**src/rtl/utc_pkg.sv**
```systemverilog
package utc_pkg;

    // resume level reported to the walker
    typedef enum logic [2:0] {
        WALK_L1   = 3'd1,
        WALK_L2   = 3'd2,
        WALK_L3   = 3'd3,
        WALK_FULL = 3'd4
    } walk_lvl_e;

    // number of prefix lengths an entry may cover
    localparam int NUM_PFX = 3;

    // prefix length code 0 never names a valid entry
    localparam logic [1:0] PFX_NONE = 2'd0;

endpackage

```
**src/rtl/utc_match.sv**
```systemverilog
module utc_match #(
    parameter int IDX_W   = 9,
    parameter int ENTRIES = 8
) (
    input  logic [ENTRIES-1:0]                   ent_vld,
    input  logic [ENTRIES-1:0][1:0]              ent_plen,
    input  logic [ENTRIES-1:0][3*IDX_W-1:0]      ent_tag,
    input  logic [3*IDX_W-1:0]                   key,
    output logic [ENTRIES-1:0]                   hit
);
    localparam int TAG_W = 3*IDX_W;

    for (genvar e = 0; e < ENTRIES; e++) begin : g_ent
        logic [2:0] fld_eq;
        for (genvar f = 0; f < 3; f++) begin : g_fld
            assign fld_eq[f] = ent_tag[e][TAG_W-1-f*IDX_W -: IDX_W] == key[TAG_W-1-f*IDX_W -: IDX_W];
        end
        // fields below the entry's prefix length are don't-care
        assign hit[e] = ent_vld[e]
                      && (ent_plen[e] != utc_pkg::PFX_NONE)
                      && fld_eq[0]
                      && ((ent_plen[e] < 2'd2) || fld_eq[1])
                      && ((ent_plen[e] < 2'd3) || fld_eq[2]);
    end

endmodule

```
**src/rtl/utc_select.sv**
```systemverilog
module utc_select #(
    parameter int PPN_W   = 12,
    parameter int ENTRIES = 8
) (
    input  logic [ENTRIES-1:0]               hit,
    input  logic [ENTRIES-1:0][1:0]          ent_plen,
    input  logic [ENTRIES-1:0][PPN_W-1:0]    ent_ppn,
    input  logic [PPN_W-1:0]                 root,
    output logic [2:0]                       lvl,
    output logic [PPN_W-1:0]                 base
);
    logic [1:0]        best_len;
    logic [PPN_W-1:0]  best_ppn;

    always_comb begin
        best_len = utc_pkg::PFX_NONE;
        best_ppn = '0;
        for (int e = 0; e < ENTRIES; e++) begin
            if (hit[e] && (ent_plen[e] > best_len)) begin
                best_len = ent_plen[e];
                best_ppn = ent_ppn[e];
            end
        end
        if (best_len == utc_pkg::PFX_NONE) begin
            lvl  = utc_pkg::WALK_FULL;
            base = root;
        end else begin
            lvl  = 3'(utc_pkg::WALK_FULL) - {1'b0, best_len};
            base = best_ppn;
        end
    end

endmodule

```
**src/rtl/utc_alloc.sv**
```systemverilog
module utc_alloc #(
    parameter int ENTRIES = 8,
    localparam int PTR_W  = $clog2(ENTRIES)
) (
    input  logic [ENTRIES-1:0]          fill_hit,
    input  logic [ENTRIES-1:0][1:0]     ent_plen,
    input  logic [PTR_W-1:0]            ptr,
    output logic [2:0]                  need,
    output logic [2:0][PTR_W-1:0]       slot,
    output logic [1:0]                  cnt,
    output logic [PTR_W-1:0]            ptr_next
);
    localparam logic [PTR_W:0] DEPTH = (PTR_W+1)'(ENTRIES);

    function automatic logic [PTR_W-1:0] wrap_add(logic [PTR_W-1:0] base, logic [1:0] off);
        logic [PTR_W:0] s;
        s = {1'b0, base} + (PTR_W+1)'(off);
        if (s >= DEPTH) s = s - DEPTH;
        return s[PTR_W-1:0];
    endfunction

    // presence of each prefix length among the entries the fill key matches
    for (genvar k = 0; k < utc_pkg::NUM_PFX; k++) begin : g_need
        logic [ENTRIES-1:0] same_len;
        for (genvar e = 0; e < ENTRIES; e++) begin : g_e
            assign same_len[e] = fill_hit[e] && (ent_plen[e] == 2'(k+1));
        end
        assign need[k] = ~|same_len;
    end

    always_comb begin
        logic [1:0] acc;
        acc = '0;
        for (int k = 0; k < utc_pkg::NUM_PFX; k++) begin
            slot[k] = wrap_add(ptr, acc);
            acc     = acc + {1'b0, need[k]};
        end
        cnt      = acc;
        ptr_next = wrap_add(ptr, acc);
    end

endmodule

```
**src/rtl/utc_top.sv**
```systemverilog
module utc_top #(
    parameter int IDX_W   = 9,
    parameter int PPN_W   = 12,
    parameter int ENTRIES = 8
) (
    input  logic                    clk,
    input  logic                    rst_n,
    input  logic                    flush_all,
    input  logic                    lk_req,
    input  logic [4*IDX_W-1:0]      lk_vidx,
    input  logic [PPN_W-1:0]        lk_root,
    input  logic                    fill_en,
    input  logic [3*IDX_W-1:0]      fill_key,
    input  logic [PPN_W-1:0]        fill_base_l3,
    input  logic [PPN_W-1:0]        fill_base_l2,
    input  logic [PPN_W-1:0]        fill_base_l1,
    output logic                    rsp_valid,
    output logic [2:0]              rsp_level,
    output logic [PPN_W-1:0]        rsp_ppn
);
    localparam int TAG_W = 3*IDX_W;
    localparam int PTR_W = $clog2(ENTRIES);

    typedef struct packed {
        logic [ENTRIES-1:0]               vld;
        logic [ENTRIES-1:0][1:0]          plen;
        logic [ENTRIES-1:0][TAG_W-1:0]    tag;
        logic [ENTRIES-1:0][PPN_W-1:0]    ppn;
        logic [PTR_W-1:0]                 ptr;
        logic                             rsp_v;
        logic [2:0]                       rsp_lvl;
        logic [PPN_W-1:0]                 rsp_ppn;
    } utc_state_t;

    utc_state_t st_q, st_d;

    // views of the state for the sub-blocks and the bound checker
    logic [ENTRIES-1:0]             ent_vld;
    logic [ENTRIES-1:0][1:0]        ent_plen;
    logic [ENTRIES-1:0][TAG_W-1:0]  ent_tag;
    logic [ENTRIES-1:0][PPN_W-1:0]  ent_ppn;
    logic [PTR_W-1:0]               ptr_q;
    assign ent_vld  = st_q.vld;
    assign ent_plen = st_q.plen;
    assign ent_tag  = st_q.tag;
    assign ent_ppn  = st_q.ppn;
    assign ptr_q    = st_q.ptr;

    logic [ENTRIES-1:0]       lk_hit;
    logic [ENTRIES-1:0]       fill_hit;
    logic [2:0]               sel_lvl;
    logic [PPN_W-1:0]         sel_ppn;
    logic [2:0]               alloc_need;
    logic [2:0][PTR_W-1:0]    alloc_slot;
    logic [1:0]               alloc_cnt;
    logic [PTR_W-1:0]         alloc_ptr_next;
    logic [2:0][PPN_W-1:0]    fill_base;

    // index 0 pairs with the 1-index prefix
    assign fill_base = {fill_base_l1, fill_base_l2, fill_base_l3};

    utc_match #(.IDX_W(IDX_W), .ENTRIES(ENTRIES)) u_lk_match (
        .ent_vld  (ent_vld),
        .ent_plen (ent_plen),
        .ent_tag  (ent_tag),
        .key      (lk_vidx[4*IDX_W-1:IDX_W]),
        .hit      (lk_hit)
    );

    utc_match #(.IDX_W(IDX_W), .ENTRIES(ENTRIES)) u_fill_match (
        .ent_vld  (ent_vld),
        .ent_plen (ent_plen),
        .ent_tag  (ent_tag),
        .key      (fill_key),
        .hit      (fill_hit)
    );

    utc_select #(.PPN_W(PPN_W), .ENTRIES(ENTRIES)) u_select (
        .hit      (lk_hit),
        .ent_plen (ent_plen),
        .ent_ppn  (ent_ppn),
        .root     (lk_root),
        .lvl      (sel_lvl),
        .base     (sel_ppn)
    );

    utc_alloc #(.ENTRIES(ENTRIES)) u_alloc (
        .fill_hit (fill_hit),
        .ent_plen (ent_plen),
        .ptr      (ptr_q),
        .need     (alloc_need),
        .slot     (alloc_slot),
        .cnt      (alloc_cnt),
        .ptr_next (alloc_ptr_next)
    );

    always_comb begin
        st_d         = st_q;
        st_d.rsp_v   = lk_req;
        if (lk_req) begin
            st_d.rsp_lvl = sel_lvl;
            st_d.rsp_ppn = sel_ppn;
        end
        if (flush_all) begin
            st_d.vld = '0;
            st_d.ptr = '0;
        end else if (fill_en) begin
            for (int k = 0; k < utc_pkg::NUM_PFX; k++) begin
                if (alloc_need[k]) begin
                    st_d.vld[alloc_slot[k]]  = 1'b1;
                    st_d.plen[alloc_slot[k]] = 2'(k+1);
                    st_d.tag[alloc_slot[k]]  = fill_key;
                    st_d.ppn[alloc_slot[k]]  = fill_base[k];
                end
            end
            st_d.ptr = alloc_ptr_next;
        end
    end

    always_ff @(posedge clk) begin
        if (!rst_n) begin
            st_q         <= '0;
            st_q.rsp_lvl <= utc_pkg::WALK_FULL;
        end else begin
            st_q <= st_d;
        end
    end

    assign rsp_valid = st_q.rsp_v;
    assign rsp_level = st_q.rsp_lvl;
    assign rsp_ppn   = st_q.rsp_ppn;

endmodule

```
**config.mk**
```make
export PLATFORM = sky130hd
export DESIGN_NAME = utc_top
export DESIGN_NICKNAME = d
export VERILOG_FILES = /design/src/rtl/utc_pkg.sv /design/src/rtl/utc_match.sv /design/src/rtl/utc_select.sv /design/src/rtl/utc_alloc.sv /design/src/rtl/utc_top.sv
export SDC_FILE = /design/constraint.sdc
export NUM_CORES = 1
export LEC_CHECK = 0
export ABC_AREA = 1
export ABC_CLOCK_PERIOD_IN_PS = 17020
export BUFFER_PORTS_ARGS = -buffer_cell sky130_fd_sc_hd__buf_2
export CAP_MARGIN = 20
export CORE_UTILIZATION = 45
export DETAILED_ROUTE_END_ITERATION = 12
export GPL_ROUTABILITY_DRIVEN = 1
export PLACE_DENSITY_LB_ADDON = 0.08
export SETUP_SLACK_MARGIN = 0.05
export SLEW_MARGIN = 20
export SYNTH_ARGS = -nofsm -noshare
export SYNTH_HDL_FRONTEND = slang
export SYNTH_SLANG_ARGS = --single-unit
```
**constraint.sdc**
```tcl
create_clock -name clk -period 17.02 [get_ports clk]
set_input_delay 3.404 -clock clk [delete_from_list [all_inputs] [get_ports clk]]
set_output_delay 3.404 -clock clk [all_outputs]
set_load 0.005 [all_outputs]
```
### Word level (Yosys, flattened, before mapping)

Index checks and enable logic that the tools add are counted.

| operators by class | value |
|---|---|
| $lt $le $gt $ge | 34 |
| add/sub/neg operators | 10 |
| reductions and logical operators | 140 |
| eq/ne operators | 72 |
| bitwise gates (word level) | 12 |
| muxes and demuxes | 59 |

Operators by type and width:

| kind | count |
|---|---|
| $mux 336 | 7 |
| $bwmux 216 | 3 |
| $eq 9x9->1 | 48 |
| $bwmux 96 | 3 |
| $demux 27 s3 | 3 |
| $mux 12 | 12 |
| $demux 12 s3 | 3 |
| $logic_and 1x1->1 | 91 |
| $mux 27 | 3 |
| $or 8x8->8 | 5 |
| $eq 2x2->1 const B | 16 |
| $logic_or 1x1->1 | 32 |
| $lt 2x2->1 const B | 16 |
| $reduce_or 8->1 | 3 |
| $mux 2 | 11 |
| $demux 2 s3 | 3 |
| $and 8x8->8 | 2 |
| $eq 2x1->1 const B | 8 |
| $not 8->8 | 2 |
| $or 16x16->16 | 1 |
| $reduce_bool 2->1 | 8 |
| $mux 3 | 5 |
| $gt 2x2->1 | 7 |
| $ge 4x4->1 const B | 3 |
| 17 further kinds | 32 |

| word-level totals | value |
|---|---|
| logic and storage cells | 356 |
| bits of input ports | 116 |
| output and inout bits | 16 |
| register bits | 355 |

### Depth between registers and ports, before layout

| logic depth | value |
|---|---|
| depth after elaboration | 30 |
| gate-level depth with buffers | 80 |
| mapped depth without buffers | 75 |

### Hierarchy

A second synthesis with hierarchy kept.

| unflattened totals | value |
|---|---|
| cell total of the unflattened synthesis | 4689 |
| area total of the unflattened synthesis | 27193.6 sq um |

By module, submodules not included:

| module | instances | seq. area each (sq um) | area each (sq um) | cells each |
|---|---|---|---|---|
| utc_top | 1 | 7106.8 | 18260.0 | 2916 |
| utc_match | 2 | 0.0 | 3246.9 | 643 |
| utc_select | 1 | 0.0 | 1916.8 | 399 |
| utc_alloc | 1 | 0.0 | 523.0 | 88 |

### Worst setup path after synthesis

OpenSTA, ideal clock, no wires.

| timing | value |
|---|---|
| path type | in2reg |
| start | input port lk_vidx[24] |
| end | register st_q, in the netlist rsp_ppn[10] |
| setup time | 112 ps |
| data arrival time | 12885 ps |
| path slack | 4023 ps |
| stages on the path | 74 |
| data required time | 16908 ps |
| path buffers | 5 |
| cell sequence | buf_2 -> inv_2 -> nand2_1 -> nand2_1 -> nor2_1 -> nand3_1 -> o21ai_0 -> nand3_1 -> nor2_1 -> ha_1 -> a21oi_1 -> nand4_1 -> nor2_2 -> nand3_2 -> o21ai_0 -> inv_1 -> ha_1 -> nor2_1 -> [... 38 more ...] -> nand2_1 -> inv_1 -> ha_1 -> nand2_1 -> and3_1 -> nand4_1 -> nor4b_1 -> nand3_1 -> inv_1 -> clkbuf_1 -> nand2_1 -> nand2_1 -> ha_1 -> clkinv_1 -> nand2_1 -> a21oi_1 -> nand2_1 -> nand2_1 |

| on the way | value |
|---|---|
| word-level cells in the longest chain between the ends | 29 |
| elaborated cells between the ends (all ways) | 65 |
| those cells by class | order compare (7); eq/ne (8); mux (17); reduce/logical (33) |

Ends and longest elaborated chain:

| what | RTL line | source |
|---|---|---|
| from (decl) | utc_top.sv:10 | `input logic [4*IDX_W-1:0] lk_vidx,` |
| $eq 9x9->1 | utc_match.sv:16 | `assign fld_eq[f] = ent_tag[e][TAG_W-1-f*IDX_W -: IDX_W] == key[TAG_W-1-f*IDX_W -: IDX_W];` |
| $logic_or 1x1->1 | utc_match.sv:22 | `&& ((ent_plen[e] < 2'd2) \|\| fld_eq[1])` |
| $logic_and 1x1->1 | utc_match.sv:22 |  |
| $logic_and 1x1->1 | utc_match.sv:23 | `&& ((ent_plen[e] < 2'd3) \|\| fld_eq[2]);` |
| $logic_and 1x1->1 | utc_select.sv:19 | `if (hit[e] && (ent_plen[e] > best_len)) begin` |
| $mux 2 | utc_select.sv:19 |  |
| $gt 2x2->1 | utc_select.sv:19 |  |
| $logic_and 1x1->1 | utc_select.sv:19 |  |
| [... 13 more ...] | n/a |  |
| $gt 2x2->1 | utc_select.sv:19 |  |
| $logic_and 1x1->1 | utc_select.sv:19 |  |
| $mux 2 | utc_select.sv:19 |  |
| $gt 2x2->1 | utc_select.sv:19 |  |
| $logic_and 1x1->1 | utc_select.sv:19 |  |
| $mux 2 | utc_select.sv:19 |  |
| $logic_not 2->1 | utc_select.sv:24 | `if (best_len == utc_pkg::PFX_NONE) begin` |
| $mux 12 * | utc_select.sv:24 |  |
| to (signal assigned) | utc_top.sv:125 | `st_q <= st_d;` |
| to (decl) | utc_top.sv:35 | `utc_state_t st_q, st_d;` |

Every way passes the cells marked *; elsewhere a longest branch is shown, timed or not.
A chain may end at the register's enable or synchronous reset.

### Worst setup path after layout

| timing | value |
|---|---|
| start | input port lk_vidx[31] |
| end | register st_q, in the netlist rsp_ppn[10] |

| on the way | value |
|---|---|
| word-level cells in the longest chain between the ends | 29 |
| elaborated cells between the ends (all ways) | 65 |
| those cells by class | order compare (7); eq/ne (8); mux (17); reduce/logical (33) |

Ends and longest elaborated chain:

| what | RTL line | source |
|---|---|---|
| $eq 9x9->1 | utc_match.sv:16 |  |
| $logic_and 1x1->1 | utc_match.sv:21 | `&& fld_eq[0]` |
| $logic_and 1x1->1 | utc_match.sv:22 |  |
| $logic_and 1x1->1 | utc_match.sv:23 |  |
| $logic_and 1x1->1 | utc_select.sv:19 |  |
| $mux 2 | utc_select.sv:19 |  |
| $gt 2x2->1 | utc_select.sv:19 |  |
| $logic_and 1x1->1 | utc_select.sv:19 |  |
| [... 13 more ...] | n/a |  |
| $gt 2x2->1 | utc_select.sv:19 |  |
| $logic_and 1x1->1 | utc_select.sv:19 |  |
| $mux 2 | utc_select.sv:19 |  |
| $gt 2x2->1 | utc_select.sv:19 |  |
| $logic_and 1x1->1 | utc_select.sv:19 |  |
| $mux 2 | utc_select.sv:19 |  |
| $logic_not 2->1 | utc_select.sv:24 |  |
| $mux 12 * | utc_select.sv:24 |  |

Marked as above.

==> run metrics <==
Die Ht 244 um; Peak VDD IR 75.8 uV; status finished clean; leak pwr 13.6 nW; Pwr Total 0.00232 W; Reg power frac 39.1%; max cap viols 0; Sink Count 355; Site Rows 88; Num CTS Buffers 45; Period minus WS final 15.74 ns; critical path type in2reg; Mapped Cells 4335; slowest library cell on the worst path ha_1; Worst Setup End Kind flop; reg-to-reg endpoint rsp_ppn[10]; Critical Path Start lk_vidx[31]; Skew-Pair Late Insertion Delay 0.60 ns; Hold WS 0.457 ns; Comb pwr share 17.0%; Sum Neg Setup Slack 0 ns; post-cts hold buffer count 0; WP buf/inv 15; Crit path arrival time 16.21 ns; Req. time, crit path 17.50 ns; clock skew 0.0204 ns; Reg2Reg Depth 69; Reg2Reg Launch Point ent_plen[1]; RSZ-0062 raised after global routing no; FF-to-FF setup slack 3.93 ns; Ports 132; Synth Register Bits 355; total gr overflow 0; Post-synth EDFFs 0; Pint 0.00161 W; share of layout cells above drive strength 1 7.56%; Mean Syn Cell Area 6.06 um2; drt via density 5.46; Die X 244 um; switching power total 0.000718 W; Net Count, Synth 4469; Clock Path Buffers 3; Final Hold Viols 0; P&R area growth vs syn 6.50%; setup bufs post-CTS 0; Synth cell types 63; antenna violations before repair 0; most used cell, CP nand2_1; Setup-failing EPs final 0; vias in the first global route 24400; routed len/inst 19.2 um; Routed Antenna Nets 0; PostCTS Resize Cnt 0; switching share of total power 30.9%; Ant. Diodes 0; Post-DP Area 0.0264 mm2; initial DRC count 2955; Clock transition at path regs 0.06 ns; CP endpoint rsp_ppn[10]; Slew @ Worst Pin 1.17 ns; commonest non-fill, non-tap cell in the layout nand2_1; I/O Buffers 122; initial core utilization 45.5%; CP peak stage delay 0.49 ns; via count 27600; Synth Cell Area 0.0263 mm2; CTS tree done; Pins Over Slew Limit 0; largest net degree at the start of global routing 115; Root Driver clkbuf_16; yosys warns 0; clock share of power 43.9%; Total GRT Usage 31.7%; period utilization 92.5%; cell area after layout 0.0280 mm2; drt first pass iters 9; global-route wire length before repair 148000 um; Placer Congestion 0.905; crit start category input port; Post-synth ARST share 0%; number of cells on the critical path 72; nets 4383; Pwr Density 83.0 mW/mm2; die area 0.0594 mm2; HP Start ent_vld[6]; top_reg_cell synth dfxtp_1; Fmax 63.6 MHz; post-layout util 48.5%; Max FO, Critical Path 27; relative slew slack 22.0%; Hold WC Path Type reg2reg; CTS H-tree lvls 2; CP top delay family simple AND/OR/NAND/NOR gates; most frequent cells in the layout nand2_1, nor2_1, inv_1, nand3_1, dfxtp_1; Seq/Total Area, Yosys 27.0%; HPWL Detailed 65400 um; Post-Route WL 96800 um; core area 0.0577 mm2; Remaining DRCs 0
synthesized netlist by cell type (9+ instances only):
cell type | number | share of area, %
nand2_1 | 1144 | 16
nor2_1 | 682 | 9.7
inv_1 | 417 | 6.0
nand3_1 | 363 | 6.9
dfxtp_1 | 355 | 27
a21oi_1 | 239 | 4.6
xor2_1 | 145 | 4.8
o21ai_0 | 133 | 2.5
nand4_1 | 102 | 2.4
buf_2 | 91 | 1.7
xnor2_1 | 82 | 2.7
clkbuf_1 | 74 | 1.1
buf_4 | 59 | 1.7
nor3_1 | 52 | 0.99
o22ai_1 | 50 | 1.2
inv_2 | 33 | 0.47
nor4_1 | 33 | 0.79
buf_6 | 28 | 1.2
nand2_2 | 22 | 0.52
buf_1 | 21 | 0.30
a221oi_1 | 18 | 0.60
nand3_2 | 18 | 0.69
o211ai_1 | 17 | 0.49
ha_1 | 15 | 0.71
nor3b_1 | 13 | 0.37
a22oi_1 | 12 | 0.34
nand2_4 | 11 | 0.47
nand3b_1 | 11 | 0.31
a31oi_1 | 9 | 0.21
power by group through the flow:
stage | Clock (W) | Sequential (W) | Combinational, W
final | 0.00102 | 0.000908 | 0.000395
after global routing | 0.00106 | 0.000913 | 0.000435
after CTS | 0.00103 | 0.000907 | 0.000387
after detailed placement | 0 | 0.000925 | 0.000385
after global placement | 0 | 0.000926 | 0.000385
after floorplan | 0 | 0.000915 | 0.000292
metal layers:
layer | global-route usage [%] | share of wire [%] | vias to the layer above
li1 | - | - | 13700
met1 | 46.8 | 47 | 12600
met2 | 47.2 | 42 | 1146
met3 | 5.55 | 8.5 | 147
met4 | 7.72 | 2.1 | 0
met5 | 0 | 0 | -
through the flow:
stage | cells | setup slack [ns]
CTS | 5051 | 1.42
global route | 5051 | 0.0538
global placement | 4967 | 0.959
detailed placement | 4967 | 0.821
finish | 5051 | 1.28
floorplan | 4335 | 4.02
state kept, by name (all words and copies together) (netlist names):
| register | cells |
|---|---|
| ent_vld | 8 |
| ent_plen | 16 |
| rsp_level | 3 |
| rsp_valid | 1 |
| ptr_q | 3 |
| rsp_ppn | 12 |
| ent_tag | 216 |
| ent_ppn | 96 |
cell families after synthesis:
logic type	count (synthesis)	synth area share (%)
buf+inv	726	12.5
mux	1	0.0381
flops	355	27.0
simple gates	2475	40.3
compound gates	533	11.7
xor+xnor	227	7.57
fa+ha+maj	18	0.943
worst min-delay path by stage:
stage	to	slack, ns	cells after the start
2_1_floorplan	ent_vld[0]	0.43	2
3_3_place_gp	ent_vld[6]	0.44	2
3_5_place_dp	ent_vld[6]	0.45	2
4_1_cts	ent_vld[6]	0.46	2
5_1_grt	rsp_ppn[9]	0.48	2
6_report	ent_vld[6]	0.46	2
tightest hold or removal path: cells and delay by family, from the launching register on:
kind	cells	cell delay [ns]
buffers and inverters	1	0.06
flip-flops	1	0.30
AO/OA/AOI/OAI	1	0.06
final cells by class:
| type | instances | area, um2 |
|---|---|---|
| timing repair buffer | 141 | 762 |
| tap | 765 | 957 |
| inverter | 452 | 1700 |
| clock buffer | 72 | 1410 |
| multi-input combinational | 3254 | 15900 |
| fill | 6329 | 29700 |
| sequential | 355 | 7110 |
| clock inverter | 12 | 139 |
(Power assumes the default switching activity.)
